==> src/rtl/sram_seq_pkg.sv <==
package sram_seq_pkg;

   typedef enum logic [2:0] {
      ST_IDLE,
      ST_RD,
      ST_TURN,
      ST_WR,
      ST_HOLD,
      ST_GAP,
      ST_PDN,
      ST_RECOV
   } seq_state_e;

   function automatic int ceil_div(input int num, input int den);
      return (num + den - 1) / den;
   endfunction

   function automatic int max2(input int a, input int b);
      return (a > b) ? a : b;
   endfunction

   function automatic int min1(input int a);
      return (a < 1) ? 1 : a;
   endfunction

endpackage

==> src/rtl/sram_seq_timer.sv <==
module sram_seq_timer #(
   parameter int CNT_W = 8
) (
   input  logic             clk,
   input  logic             rst_n,
   input  logic             load,
   input  logic [CNT_W-1:0] load_val,
   output logic             done
);

   logic [CNT_W-1:0] cnt_q;

   always_ff @(posedge clk or negedge rst_n) begin
      if (!rst_n) begin
         cnt_q <= '0;
      end else if (load) begin
         cnt_q <= load_val;
      end else if (cnt_q != '0) begin
         cnt_q <= cnt_q - 1'b1;
      end
   end

   assign done = (cnt_q == '0);

endmodule

==> src/rtl/sram_seq_rdlane.sv <==
module sram_seq_rdlane #(
   parameter int LANES = 2
) (
   input  logic               clk,
   input  logic               rst_n,
   input  logic               capture,
   input  logic [LANES-1:0]   lane_en,
   input  logic [LANES*8-1:0] bus_in,
   output logic [LANES*8-1:0] data_out,
   output logic               data_vld
);

   always_ff @(posedge clk or negedge rst_n) begin
      if (!rst_n) data_vld <= 1'b0;
      else        data_vld <= capture;
   end

   for (genvar g = 0; g < LANES; g++) begin : g_lane
      always_ff @(posedge clk or negedge rst_n) begin
         if (!rst_n) begin
            data_out[g*8 +: 8] <= '0;
         end else if (capture) begin
            data_out[g*8 +: 8] <= lane_en[g] ? bus_in[g*8 +: 8] : 8'h00;
         end
      end
   end

endmodule

==> src/rtl/sram_seq.sv <==
module sram_seq
   import sram_seq_pkg::*;
#(
   parameter int ADDR_W      = 19,
   parameter int DATA_W      = 16,
   parameter int CLK_NS      = 10,
   parameter int RD_ACC_NS   = 55,
   parameter int OE_ACC_NS   = 30,
   parameter int WR_CYCLE_NS = 55,
   parameter int WR_PULSE_NS = 45,
   parameter int WR_SEL_NS   = 50,
   parameter int WR_DATA_NS  = 25,
   parameter int BUS_REL_NS  = 20,
   parameter int PD_REC_NS   = 5_000_000
) (
   input  logic                 clk,
   input  logic                 rst_n,
   input  logic                 req_valid,
   output logic                 req_ready,
   input  logic                 req_write,
   input  logic [ADDR_W-1:0]    req_addr,
   input  logic [DATA_W-1:0]    req_wdata,
   input  logic [DATA_W/8-1:0]  req_be,
   output logic                 rd_valid,
   output logic [DATA_W-1:0]    rd_data,
   input  logic                 pwr_down,
   output logic [ADDR_W-1:0]    mem_addr,
   output logic                 mem_cs_n,
   output logic [DATA_W/8-1:0]  mem_be_n,
   output logic                 mem_we_n,
   output logic                 mem_oe_n,
   output logic [DATA_W-1:0]    mem_dq_out,
   output logic                 mem_dq_oe,
   input  logic [DATA_W-1:0]    mem_dq_in
);

   localparam int LANES    = DATA_W / 8;
   localparam int RD_CYC   = min1(max2(ceil_div(RD_ACC_NS, CLK_NS), ceil_div(OE_ACC_NS, CLK_NS)));
   localparam int WR_CYC   = min1(max2(max2(ceil_div(WR_CYCLE_NS, CLK_NS), ceil_div(WR_PULSE_NS, CLK_NS)),
                                       max2(ceil_div(WR_SEL_NS, CLK_NS), ceil_div(WR_DATA_NS, CLK_NS))));
   localparam int TURN_CYC = min1(ceil_div(BUS_REL_NS, CLK_NS));
   localparam int REC_CYC  = min1(ceil_div(PD_REC_NS, CLK_NS));
   localparam int CNT_MAX  = max2(max2(RD_CYC, WR_CYC), max2(TURN_CYC, REC_CYC));
   localparam int CNT_W    = $clog2(CNT_MAX + 1);

   if (DATA_W < 8 || (DATA_W % 8) != 0) begin : g_bad_data_w
      $error("sram_seq: DATA_W must be a positive multiple of 8");
   end
   if (ADDR_W < 1) begin : g_bad_addr_w
      $error("sram_seq: ADDR_W must be at least 1");
   end
   if (CLK_NS < 1) begin : g_bad_clk
      $error("sram_seq: CLK_NS must be at least 1");
   end

   seq_state_e          state_q, state_nxt;
   logic                tmr_load, tmr_done;
   logic [CNT_W-1:0]    tmr_val;
   logic [ADDR_W-1:0]   addr_q;
   logic [DATA_W-1:0]   wdata_q;
   logic [LANES-1:0]    be_q;
   logic                accept;

   assign accept = (state_q == ST_IDLE) && !pwr_down && req_valid;

   always_comb begin
      state_nxt = state_q;
      tmr_load  = 1'b0;
      tmr_val   = '0;
      case (state_q)
         ST_IDLE: begin
            if (pwr_down) begin
               state_nxt = ST_PDN;
            end else if (req_valid) begin
               tmr_load = 1'b1;
               if (req_write) begin
                  state_nxt = ST_WR;
                  tmr_val   = CNT_W'(WR_CYC - 1);
               end else begin
                  state_nxt = ST_RD;
                  tmr_val   = CNT_W'(RD_CYC - 1);
               end
            end
         end
         ST_RD: begin
            if (tmr_done) begin
               state_nxt = ST_TURN;
               tmr_load  = 1'b1;
               tmr_val   = CNT_W'(TURN_CYC - 1);
            end
         end
         ST_TURN:  if (tmr_done) state_nxt = ST_IDLE;
         ST_WR:    if (tmr_done) state_nxt = ST_HOLD;
         ST_HOLD:  state_nxt = ST_GAP;
         ST_GAP:   state_nxt = ST_IDLE;
         ST_PDN: begin
            if (!pwr_down) begin
               state_nxt = ST_RECOV;
               tmr_load  = 1'b1;
               tmr_val   = CNT_W'(REC_CYC - 1);
            end
         end
         ST_RECOV: begin
            if (pwr_down)      state_nxt = ST_PDN;
            else if (tmr_done) state_nxt = ST_IDLE;
         end
         default: state_nxt = ST_IDLE;
      endcase
   end

   always_ff @(posedge clk or negedge rst_n) begin
      if (!rst_n) begin
         state_q <= ST_IDLE;
         addr_q  <= '0;
         wdata_q <= '0;
         be_q    <= '0;
      end else begin
         state_q <= state_nxt;
         if (accept) begin
            addr_q  <= req_addr;
            wdata_q <= req_wdata;
            be_q    <= req_be;
         end
      end
   end

   sram_seq_timer #(.CNT_W(CNT_W)) u_timer (
      .clk      (clk),
      .rst_n    (rst_n),
      .load     (tmr_load),
      .load_val (tmr_val),
      .done     (tmr_done)
   );

   sram_seq_rdlane #(.LANES(LANES)) u_rdlane (
      .clk      (clk),
      .rst_n    (rst_n),
      .capture  ((state_q == ST_RD) && tmr_done),
      .lane_en  (be_q),
      .bus_in   (mem_dq_in),
      .data_out (rd_data),
      .data_vld (rd_valid)
   );

   logic in_access;
   assign in_access  = (state_q == ST_RD) || (state_q == ST_WR);

   assign req_ready  = (state_q == ST_IDLE) && !pwr_down;
   assign mem_addr   = addr_q;
   assign mem_cs_n   = !in_access;
   assign mem_be_n   = in_access ? ~be_q : '1;
   assign mem_we_n   = (state_q != ST_WR);
   assign mem_oe_n   = (state_q != ST_RD);
   assign mem_dq_out = wdata_q;
   assign mem_dq_oe  = (state_q == ST_WR) || (state_q == ST_HOLD);

endmodule

==> config.mk <==
export PLATFORM = sky130hd
export DESIGN_NAME = sram_seq
export DESIGN_NICKNAME = d
export VERILOG_FILES = /design/src/rtl/sram_seq_pkg.sv /design/src/rtl/sram_seq_timer.sv /design/src/rtl/sram_seq_rdlane.sv /design/src/rtl/sram_seq.sv
export SDC_FILE = /design/constraint.sdc
export NUM_CORES = 1
export LEC_CHECK = 0
export CAP_MARGIN = 40
export CELL_PAD_IN_SITES_DETAIL_PLACEMENT = 0
export CELL_PAD_IN_SITES_GLOBAL_PLACEMENT = 1
export CORE_MARGIN = 2
export CORE_UTILIZATION = 40
export CTS_BUF_LIST = sky130_fd_sc_hd__clkbuf_2 sky130_fd_sc_hd__clkbuf_4 sky130_fd_sc_hd__clkbuf_8
export DETAILED_ROUTE_END_ITERATION = 8
export GPL_ROUTABILITY_DRIVEN = 0
export PLACE_DENSITY_LB_ADDON = 0.3
export SYNTH_ARGS = -nofsm -noshare
export SYNTH_HDL_FRONTEND = slang
export SYNTH_SLANG_ARGS = --single-unit
==> constraint.sdc <==
create_clock -name clk -period 5.35 [get_ports clk]
set_clock_uncertainty 0.1 [all_clocks]
set_input_delay 0.8025 -clock clk [delete_from_list [all_inputs] [get_ports clk]]
set_output_delay 0.8025 -clock clk [all_outputs]
set_load 0.01 [all_outputs]
# Word level (Yosys, flattened, before mapping)
# Index checks and enable logic that the tools add are counted.
dict set report word_totals {
  word_cells 59
  regBits 76
  in_bits 58
}
dict set report op_classes {
  add_sub_neg 1
  eq_ne 13
  n_reduce_logical 12
  bitwise_logic 1
  n_mux 24
}
# operator count
set ops {}
lappend ops {{2-to-1 mux 19 bit} 3}
lappend ops {{one-hot mux 19 bit (3 select lines)} 1}
lappend ops {{2-to-1 mux 3 bit} 9}
lappend ops {{one-hot mux 3 bit (8 select lines)} 1}
lappend ops {{logical NOT 19 bit} 1}
lappend ops {{nonzero test 19 bit} 1}
lappend ops {{subtractor 19 x 1 -> 19 bit (second input constant)} 1}
lappend ops {{2-to-1 mux 8 bit} 2}
lappend ops {{equality test 3 bit (second input constant)} 4}
lappend ops {{equality test 3 x 2 -> 1 bit (second input constant)} 2}
lappend ops {{!= test 2 bit (second input constant)} 3}
lappend ops {{2-to-1 mux 1 bit} 5}
lappend ops {{2-to-1 mux 2 bit} 2}
lappend ops {{AND reduction 4 bit} 1}
lappend ops {{equality test 3 x 1 -> 1 bit (second input constant)} 1}
lappend ops {{logical AND 1 bit} 3}
lappend ops {{logical NOT 3 bit} 1}
lappend ops {{!= test 3 x 1 -> 1 bit (second input constant)} 1}
lappend ops {{!= test 3 x 2 -> 1 bit (second input constant)} 1}
lappend ops {{!= test 3 bit (second input constant)} 1}
lappend ops {{one-hot mux 1 bit (3 select lines)} 1}
lappend ops {{logical NOT 1 bit} 2}
lappend ops {{logical OR 1 bit} 2}
lappend ops {{NOT 2 bit} 1}
lappend ops {{nonzero test 2 bit} 1}

# Longest topological paths before layout
# Gate-level depths: netlist of run 1.
dict set report depth {
  depth_word 4
  depth_mapped 7
  mapped_depth_nobuf 6
}

# Modules after synthesis
# From an unflattened synthesis of run 1, not the netlist that was laid out.
dict set report hier_totals {
  hier_cells 313
  hier_area_um2 3479.6
}
# module cells_per_inst n_inst area_per_inst_um2 seq_area_each_um2
set modules_own_cells {}
lappend modules_own_cells {sram_seq 116 1 1689.1 1001.0}
lappend modules_own_cells {sram_seq_timer 127 1 1117.3 475.5}
lappend modules_own_cells {sram_seq_rdlane 70 1 673.1 425.4}

# Worst setup path before layout of run 1
# No wires, ideal clock.
dict set report synth_timing {
  path_type {in2reg}
  from {in pwr_down}
  to {reg be_q[1]}
  path_buffers 2
  path_slack_ns 3.156
  cell_stages 5
  arrival_ns 1.967
  path_cell_list {clkbuf_1 -> nor4_2 -> nand2_1 -> buf_2 -> mux2_1}
}
dict set report synth_between {
  elab_chain_cells 3
}
# element line
set synth_rtl {}
lappend synth_rtl {{start: declaration} sram_seq.sv:26} ;# input logic pwr_down,
lappend synth_rtl {{logical NOT 1 bit} -}
lappend synth_rtl {{logical AND 1 bit} -}
lappend synth_rtl {{named net req_ready} sram_seq.sv:19} ;# output logic req_ready,
lappend synth_rtl {{logical AND 1 bit} sram_seq.sv:64} ;# assign accept = (state_q == ST_IDLE) && !pwr_down && req_valid;
lappend synth_rtl {{end signal: assignment} sram_seq.sv:122} ;# be_q <= req_be;
lappend synth_rtl {{end: declaration} sram_seq.sv:61} ;# logic [LANES-1:0] be_q;
# The timed path passes the listed nets, and every way through them passes these cells.
# A chain may end at the register's enable or synchronous reset.

# Final worst setup path of run 1
dict set report layout_timing {
  from {in pwr_down}
  to {out req_ready}
}
dict set report layout_between {
  elab_chain_cells 2
}
# element line
set layout_rtl {}
lappend layout_rtl {{logical NOT 1 bit} sram_seq.sv:148} ;# assign req_ready = (state_q == ST_IDLE) && !pwr_down;
lappend layout_rtl {{logical AND 1 bit} sram_seq.sv:148}
lappend layout_rtl {{end: declaration} sram_seq.sv:19}
# Every way passes these cells.

==> results of run 1 <==
==> layout make-up <==
cell class	count	area, um^2
Clock buffer	10	131
Multi-Input combinational cell	192	1530
Clock inverter	6	65.1
Sequential cell	76	1900
Tap cell	108	135
Inverter	13	48.8
Fill cell	788	3660
Timing Repair Buffer	119	1210
==> worst paths after layout <==
check                              from                   end  slack [ps]  cells past startpoint
setup reg to reg             state_q[0]     u_timer.cnt_q[12]        2550                      4
min in group clk           mem_addr[17]          mem_addr[17]         390                      1
setup / recovery               pwr_down             req_ready        2150                      3
hold reg to reg            mem_addr[17]          mem_addr[17]         390                      1
max in group asynchronous         rst_n  u_rdlane.data_out[9]        4290                      2
hold / removal                    rst_n     u_timer.cnt_q[17]         270                      1
==> state kept, by name, summed over array words and instances (netlist names) <==
| name | cells |
|---|---|
| be_q | 2 |
| mem_addr | 19 |
| mem_dq_out | 16 |
| state_q | 3 |
| u_rdlane.data_out | 16 |
| u_rdlane.data_vld | 1 |
| u_timer.cnt_q | 19 |
==> stage by stage <==
step	utilization	std cells
4_1_cts	0.579	524
5_1_grt	0.579	524
3_5_place_dp	0.556	508
2_1_floorplan	-	300
3_3_place_gp	0.550	506
6_report	0.579	524
==> power breakdown <==
part           internal (mW)  switching, mW  total, mW
logic                  0.516          0.354      0.870
registers              0.773          0.192      0.964
clock network          0.221          0.219      0.440
==> logic make-up after synthesis <==
family,after synthesis,share of synthesized area
adders and majority gates,1,0.00350
muxes,42,0.131
DFF,76,0.532
and+or+nand+nor,65,0.117
buffers and inverters,32,0.0420
AOI/OAI and AO/OA,81,0.168
xor gates and xnor gates,3,0.00735
==> synthesized netlist by cell type, types with 2 or more instances <==
| cell type | instances | area (um^2) |
|---|---|---|
| nand2_1 | 19 | 71.3 |
| o311a_1 | 2 | 20.0 |
| dfrtp_1 | 76 | 1900 |
| o211ai_1 | 6 | 45.0 |
| mux2i_1 | 5 | 50.1 |
| or3_1 | 2 | 12.5 |
| a31o_2 | 16 | 140 |
| nor2_1 | 5 | 18.8 |
| a211oi_1 | 4 | 30.0 |
| nor3_1 | 6 | 30.0 |
| mux2_1 | 5 | 56.3 |
| buf_1 | 3 | 11.3 |
| a21boi_0 | 2 | 15.0 |
| or4_1 | 3 | 22.5 |
| o21a_1 | 17 | 128 |
| buf_2 | 8 | 40.0 |
| o31ai_1 | 2 | 15.0 |
| o21ai_0 | 13 | 65.1 |
| mux2_2 | 32 | 360 |
| or4_4 | 2 | 22.5 |
| nor3_2 | 2 | 20.0 |
| buf_6 | 2 | 22.5 |
| nor4_1 | 6 | 37.5 |
| clkbuf_1 | 4 | 15.0 |
| xnor2_1 | 2 | 17.5 |
| and4_1 | 2 | 17.5 |
| inv_1 | 13 | 48.8 |
| a21oi_1 | 6 | 30.0 |
==> routing by layer <==
metal | global-route usage | wire, um | share of wire
met1 | 0.242 | 3910 | 0.44
met2 | 0.289 | 4050 | 0.46
met3 | 0.0809 | 810 | 0.092
met4 | 0.0569 | 72 | 0.0081
met5 | 0 | 0 | 0
==> cell usage in the layout (no fill, tap or decap), drive strengths merged, types with 4 or more instances in the layout <==
cell           synthesis  layout
mux2i                  5       5
nor3                   8       8
o21a                  17      17
nand2                 19      19
dfrtp                 76      76
a211oi                 4       4
inv                   13      13
nor4                   7       7
clkdlybuf4s50          0     115
nor2                   7       7
or4                    5       5
a31o                  17      17
o21ai                 13      13
clkinv                 0       4
buf                   14       4
mux2                  37      37
a21oi                  7       7
clkbuf                 5      10
o211ai                 6       6
==> worst max-delay path, delay by kind of cell <==
family | cells | cell delay, ps
simple gates | 1 | 320
buf+inv | 2 | 1170
==> flow_metrics.py, run 1 <==
metrics = {
    "run_status": {
        "status": "complete, no violations",
    },
    "synthesis": {
        "ys_types": 63,
        "synth.avg_cell_area_um2": 11.9,
        "syn_nets": 359,
        "ys_seq_area_frac": 0.532,
        "ys_ff_latch": 76,
        "syn-cell-area_um2": 3570,
        "async_flop_share": 1.00,
        "synth_edf_count": 0,
        "synth_cells": 300,
        "synthFlopType": "dfrtp_1",
        "yosys_warnings": 0,
    },
    "critical_path": {
        "crit_required_ps": 4450,
        "cp.arrival_ps": 2290,
        "slowest_stage": "clkdlybuf4s50_1",
        "cp-end-kind": "output port",
        "cp_max_fo": 9,
        "path_cells": "clkdlybuf4s50_1 -> nor4_2 -> clkdlybuf4s50_1",
        "cp_slowest_stage_delay_ps": 610,
        "setup.worst_path.class": "input port to output port",
        "cp-start-kind": "input port",
        "path_common_cell": "clkdlybuf4s50_1",
    },
    "sta": {
        "setup_tns_ps": 0,
        "maxSlewViolCount": 0,
        "fmax_ghz": 0.313,
        "layout_setup_ws_ps": 2150,
        "period_minus_slack_ps": 3200,
        "finalHoldViolations": 0,
        "worst_pin_slew_ps": 710,
        "setup_viol_count_final": 0,
        "finalCritPeriodShare": 0.598,
        "slew_headroom": 0.525,
        "holdWs_ps": 274,
        "rsz0062_at_grt": "no",
    },
    "cts": {
        "clk_pin_slew_ps": 90,
        "insertion_delay_ps": 340,
        "cts_tree": "yes",
        "cts_buffer_depth": 2,
        "cts_buffers": 9,
        "cts_sinks": 76,
        "htreeDepth": 3,
        "cts_root_buffer": "clkbuf_8",
        "post_cts_buffers": 0,
        "ctsResizeCount": 0,
        "hold_buffers": 0,
    },
    "global_routing": {
        "grt_pass1_vias": 2836,
        "grt_max_degree": 51,
        "grt_pass1_wl_mm": 14.7,
        "grt_use_total": 0.188,
        "antenna_found_initial": 0,
        "grt-ovfl-total": 0,
    },
    "cells_and_area": {
        "drive_above_1_share": 0.197,
        "layout.nets": 470,
        "antenna_cells": 0,
        "final_cell_area_um2": 5020,
        "area_growth_pct": 40.5,
    },
    "min_path": {
        "hp-class": "input port to asynchronous set/reset pin",
    },
    "floorplanning": {
        "start_util": 0.412,
        "core_area_um2": 8680,
        "io_pins": 117,
        "die_h_um": 98.5,
        "core.rowCount": 34,
        "die-area_um2": 9710,
        "die_w_um": 98.5,
    },
    "detailed_routing": {
        "routed_wl_mm": 8.85,
        "first_pass_iters": 4,
        "drc": 0,
        "post_drt_via_cell_ratio": 5.34,
        "vias": 2799,
        "wl_per_cell_um": 16.9,
        "drt_iter0_markers": 89,
        "drtAntennaViolNets": 0,
    },
    "run": {
        "maxCapViolations": 0,
    },
    "power_and_ir_drop": {
        "power_density_nw_per_um2": 453,
        "ir_drop_uv": 280,
        "p_total_mw": 2.27,
        "p_leak_nw": 2.05,
    },
    "place": {
        "dp_hpwl_mm": 6.28,
        "dpl_worst_slack_ps": 2150,
        "placed_area_um2": 4820,
        "port_buffers": 116,
    },
}
No activity file was read; power rests on OpenSTA's default activity.
==> run 2: changes to the inputs <==
--- a/config.mk
+++ b/config.mk
@@ -9,7 +9,7 @@
 export CELL_PAD_IN_SITES_DETAIL_PLACEMENT = 0
 export CELL_PAD_IN_SITES_GLOBAL_PLACEMENT = 1
 export CORE_MARGIN = 2
-export CORE_UTILIZATION = 40
+export CORE_UTILIZATION = 37
 export CTS_BUF_LIST = sky130_fd_sc_hd__clkbuf_2 sky130_fd_sc_hd__clkbuf_4 sky130_fd_sc_hd__clkbuf_8
 export DETAILED_ROUTE_END_ITERATION = 8
 export GPL_ROUTABILITY_DRIVEN = 0
==> constraint.sdc (replaced) <==
create_clock -name clk -period 3.2 [get_ports clk]
set_clock_uncertainty 0.1 [all_clocks]
set_input_delay 0.48 -clock clk [delete_from_list [all_inputs] [get_ports clk]]
set_output_delay 0.48 -clock clk [all_outputs]
set_load 0.01 [all_outputs]
==> run 2 against run 1 <==
Compared with the run above: hold slack better by 130 ps; die area is 7.8% higher; routed wire length increased by 5.0%; via count up 2.1%; critical path depth rose by 1; flip-flop and latch count did not move; register-to-register slack got worse by 1800 ps; power is 77% higher; cell count increased by 4.8%; clock power increased by 110%; non-clock buffer count increased by 4; first-iteration DRC count is 10% lower.
==> flow_metrics.py, run 2 (same netlist as run 1, synthesis figures left out) <==
metrics = {
    "cells_and_area": {
        "antenna_cells": 0,
        "final_cell_area_um2": 5130,
        "layout.nets": 474,
        "layout.cells.most_common": "clkdlybuf4s50_1",
        "area_growth_pct": 43.5,
        "final_util": 0.550,
        "mostFrequentLayoutCells": "clkdlybuf4s50_1, dfrtp_1, mux2_2, nand2_1, o21a_1",
        "drive_above_1_share": 0.200,
    },
    "cts": {
        "htreeDepth": 3,
        "cts_buffer_depth": 2,
        "ctsResizeCount": 0,
        "insertion_delay_ps": 350,
        "cts_buffers": 9,
        "clk_pin_slew_ps": 80,
        "cts_tree": "yes",
        "cts_sinks": 76,
        "cts_root_buffer": "clkbuf_8",
    },
    "floorplanning": {
        "die_w_um": 102,
        "start_util": 0.383,
        "core_area_um2": 9330,
        "core.rowCount": 35,
        "die_h_um": 102,
        "io_pins": 117,
        "die-area_um2": 10500,
    },
    "run_status": {
        "status": "complete, no violations",
    },
    "global_routing": {
        "grt_use_total": 0.192,
        "grt_util_met1": 0.232,
        "grt-busiest-layer": "met2",
        "antenna_found_initial": 0,
        "grt_max_degree": 58,
        "grt-ovfl-total": 0,
        "grt_pass1_wl_mm": 15.4,
        "grtUsageMet2": 0.298,
        "met3_usage": 0.0958,
        "grt_pass1_vias": 2985,
    },
    "sta": {
        "layout_setup_ws_ps": 521,
        "finalHoldViolations": 0,
        "rsz0062_at_grt": "no",
        "setup_viol_count_final": 0,
        "slew_headroom": 0.659,
        "finalCritPeriodShare": 0.837,
        "period_minus_slack_ps": 2680,
        "setup_tns_ps": 0,
        "worst_pin_slew_ps": 507,
        "maxSlewViolCount": 0,
        "fmax_ghz": 0.373,
    },
    "critical_path": {
        "cp_slowest_stage_delay_ps": 570,
        "path_cells": "nor2b_1 -> nand2_1 -> o21ai_0 -> clkdlybuf4s50_1",
        "slowest_stage": "dfrtp_1",
        "cp-start-kind": "flop",
        "setup.worst_path.start": "state_q[0]",
        "setup.worst_path.class": "flop to output port",
        "cp.buffers_inverters": 1,
        "crit_required_ps": 2620,
        "cp.arrival_ps": 2100,
        "path_delay_family": "flip-flops",
        "cp-end-kind": "output port",
        "r2r_start": "u_timer.cnt_q[0]",
        "cp_max_fo": 13,
    },
    "detailed_routing": {
        "drt_iter0_markers": 80,
        "drtAntennaViolNets": 0,
        "first_pass_iters": 4,
        "drc": 0,
        "post_drt_via_cell_ratio": 5.21,
        "wl_per_cell_um": 16.9,
        "routed_wl_mm": 9.29,
        "vias": 2859,
    },
    "power_and_ir_drop": {
        "ir_drop_uv": 452,
        "power_density_nw_per_um2": 782,
        "p_leak_nw": 2.09,
    },
    "place": {
        "dpl_worst_slack_ps": 677,
        "placed_area_um2": 4870,
        "port_buffers": 116,
        "dp_hpwl_mm": 6.60,
    },
    "min_path": {
        "hp-class": "flop to flop",
        "hold_start": "mem_addr[16]",
    },
    "run": {
        "maxCapViolations": 0,
    },
}
[run 2: worst reg2reg max path: cells and delay by family (launching register included)]
family | cells | cell delay (ps)
compound gates | 1 | 570
fa+ha+maj | 1 | 220
buf+inv | 1 | 90
flops | 1 | 430
simple gates | 3 | 900
[run 2: final timing paths]
path	end	slack (ps)	cells after the start
max	mem_dq_oe	520	4
max in group asynchronous	u_rdlane.data_out[9]	1970	3
min reg2reg	mem_addr[16]	400	1
min	mem_addr[16]	400	1
max reg2reg	u_timer.cnt_q[15]	760	6
min in group asynchronous	u_timer.cnt_q[16]	450	2
[run 2: layout make-up]
type	instances	area, um^2
clock buffers	10	138
clock inverters	6	111
fillers	808	4200
inverters	13	48.8
multi-input cells	192	1520
flip-flops and latches	76	1900
well taps	129	161
repair buffers	123	1250
[run 2: power by group]
group | internal, mW | switching, mW
registers | 1.29 | 0.321
clock network | 0.539 | 0.368
logic | 0.882 | 0.612
[run 2: per-layer routing]
metal | share of wire | up-vias
met5 | 0 | -
met4 | 0.014 | 0
met3 | 0.10 | 11
met2 | 0.47 | 89
met1 | 0.41 | 1418
li1 | - | 1341
[run 2: timing repair]
| item | 4_1_cts | 5_1_grt |
|---|---|---|
| hold buffers | 1 | 0 |
| endpoints found under the hold margin | 19 | 0 |
| setup buffers | 0 | 0 |
[run 2: stage by stage]
step           power, mW  hold WS [ps]  cells
6_report            4.01           403    549
5_1_grt             4.29           416    549
4_1_cts             4.06           404    549
3_5_place_dp        3.13           290    532
3_3_place_gp        3.10           377    531
2_1_floorplan       2.32          84.4    300
==> run 3: changes to the inputs <==
==> constraint.sdc (replaced) <==
create_clock -name clk -period 2.54 [get_ports clk]
set_clock_uncertainty 0.1 [all_clocks]
set_input_delay 0.381 -clock clk [delete_from_list [all_inputs] [get_ports clk]]
set_output_delay 0.381 -clock clk [all_outputs]
set_load 0.01 [all_outputs]
==> run 3 against run 2 <==
Compared with the run above: flip-flop and latch count unchanged; first-iteration DRC count increased by 61%; routed wire length decreased by 0.96%; core utilization decreased by 0.067 points; cell count increased by 0.91%; clock power increased by 6.7%; critical path depth decreased by 2; combinational power increased by 26%; highest routed layer unchanged.
==> flow_metrics.py, run 3 (same netlist as run 1, synthesis figures left out) <==
metrics = {
    "sta": {
        "finalHoldViolations": 0,
        "setup_viol_count_final": 0,
        "period_minus_slack_ps": 2350,
        "finalCritPeriodShare": 0.924,
        "fmax_ghz": 0.426,
        "worst_pin_slew_ps": 461,
        "setup_tns_ps": 0,
        "slew_headroom": 0.690,
        "maxSlewViolCount": 0,
        "rsz0062_at_grt": "no",
    },
    "cts": {
        "cts_buffer_depth": 2,
        "cts_sinks": 76,
        "cts_buffers": 9,
        "clk_pin_slew_ps": 80,
        "htreeDepth": 3,
        "cts_root_buffer": "clkbuf_8",
        "insertion_delay_ps": 350,
        "cts_tree": "yes",
    },
    "detailed_routing": {
        "wl_per_cell_um": 16.6,
        "drtAntennaViolNets": 0,
        "drt_iter0_markers": 129,
        "vias": 2880,
        "drc": 0,
        "routed_wl_mm": 9.20,
        "post_drt_via_cell_ratio": 5.20,
        "first_pass_iters": 4,
    },
    "place": {
        "placed_area_um2": 4900,
        "port_buffers": 116,
        "dp_hpwl_mm": 6.60,
        "dp_cells": 537,
    },
    "cells_and_area": {
        "fillers": 845,
        "layout.nets": 479,
        "final_cells": 554,
        "mostFrequentLayoutCells": "clkdlybuf4s50_1, dfrtp_1, mux2_2, nand2_1, o21a_1",
        "drive_above_1_share": 0.214,
        "antenna_cells": 0,
        "final_cell_area_um2": 5120,
        "area_growth_pct": 43.3,
        "layout.cells.most_common": "clkdlybuf4s50_1",
    },
    "critical_path": {
        "cp.buffers_inverters": 1,
        "cp-end-kind": "output port",
        "cp_max_fo": 9,
        "cp.arrival_ps": 1870,
        "slowest_stage": "clkdlybuf4s50_1",
        "path_delay_family": "buffers and inverters",
        "path_cells": "nor4_2 -> clkdlybuf4s50_1",
        "crit_required_ps": 2060,
        "cp_slowest_stage_delay_ps": 610,
        "cp-start-kind": "flop",
        "setup.worst_path.class": "flop to output port",
    },
    "min_path": {
        "hp-class": "flop to flop",
    },
    "floorplanning": {
        "core.rowCount": 35,
        "io_pins": 117,
        "die-area_um2": 10500,
        "core_area_um2": 9330,
        "die_w_um": 102,
        "start_util": 0.383,
        "die_h_um": 102,
    },
    "power_and_ir_drop": {
        "p_int_mw": 3.24,
        "p_clk_frac": 0.198,
        "switching_share": 0.337,
        "ir_drop_uv": 630,
        "power_density_nw_per_um2": 955,
        "pwr-share-comb": 0.384,
        "p_leak_nw": 2.09,
        "p_total_mw": 4.89,
        "power_frac_seq": 0.419,
        "switching_power_mw": 1.65,
    },
    "global_routing": {
        "grt_pass1_vias": 2973,
        "grt_pass1_wl_mm": 15.1,
        "antenna_found_initial": 0,
        "grt_max_degree": 44,
        "grt-ovfl-total": 0,
        "grt_use_total": 0.188,
    },
    "run_status": {
        "status": "complete, no violations",
    },
    "run": {
        "maxCapViolations": 0,
    },
}
run 3: cell types whose count changed in the layout (fill, tap and decap cells not counted), sizes merged:
cell,before,now
clkinv,2,3
buf,7,12
inv,13,14
bufinv,3,1
run 3: per-stage QoR:
stage	hold slack [ps]	setup slack, ps	utilization
final	404	194	0.549
after CTS	413	85.2	0.549
after global routing	429	34.3	0.549
after floorplan	-14.6	543	-
after detailed placement	260	146	0.525
after global placement	267	195	0.525
run 3: final timing paths:
check,from,to,slack [ps],depth (start not counted)
max in group asynchronous,rst_n,u_rdlane.data_out[11],1340,3
setup reg to reg,u_timer.cnt_q[0],u_timer.cnt_q[1],240,6
setup / recovery,state_q[1],req_ready,190,2
min in group asynchronous,rst_n,state_q[1],420,2
hold / removal,mem_addr[17],mem_addr[17],400,1
hold reg to reg,mem_addr[17],mem_addr[17],400,1
run 3: power by group through the flow:
stage / Combinational (mW) / Sequential (mW) / Clock (mW)
floorplan: 0.893 / 2.03 / 0
global placement: 1.87 / 2.04 / 0
detailed placement: 1.89 / 2.05 / 0
CTS: 1.90 / 2.04 / 1.01
global route: 2.05 / 2.11 / 1.06
finish: 1.88 / 2.05 / 0.968
run 3: repair_timing:
item | in CTS | in global routing
setup buffers | 0 | 0
gates resized for setup | 0 | 2
hold buffers | 1 | 0
setup endpoints to repair | 0 | 1
endpoints found under the hold margin | 33 | 0
run 3: layout make-up:
type | count | area (um^2) | area share
Clock buffer | 10 | 138 | 0.0269
Clock inverter | 6 | 72.6 | 0.0142
Sequential cell | 76 | 1900 | 0.372
Timing Repair Buffer | 128 | 1280 | 0.249
Inverter | 13 | 48.8 | 0.00952
Tap cell | 129 | 161 | 0.0315
Multi-Input combinational cell | 192 | 1520 | 0.297
run 3: routing by layer:
| metal | routed length, um | up-vias | track usage |
|---|---|---|---|
| li1 | - | 1356 | - |
| met1 | 3910 | 1425 | 0.234 |
| met2 | 4340 | 92 | 0.291 |
| met3 | 867 | 7 | 0.0923 |
| met4 | 80 | 0 | 0.0523 |
| met5 | 0 | - | 0 |
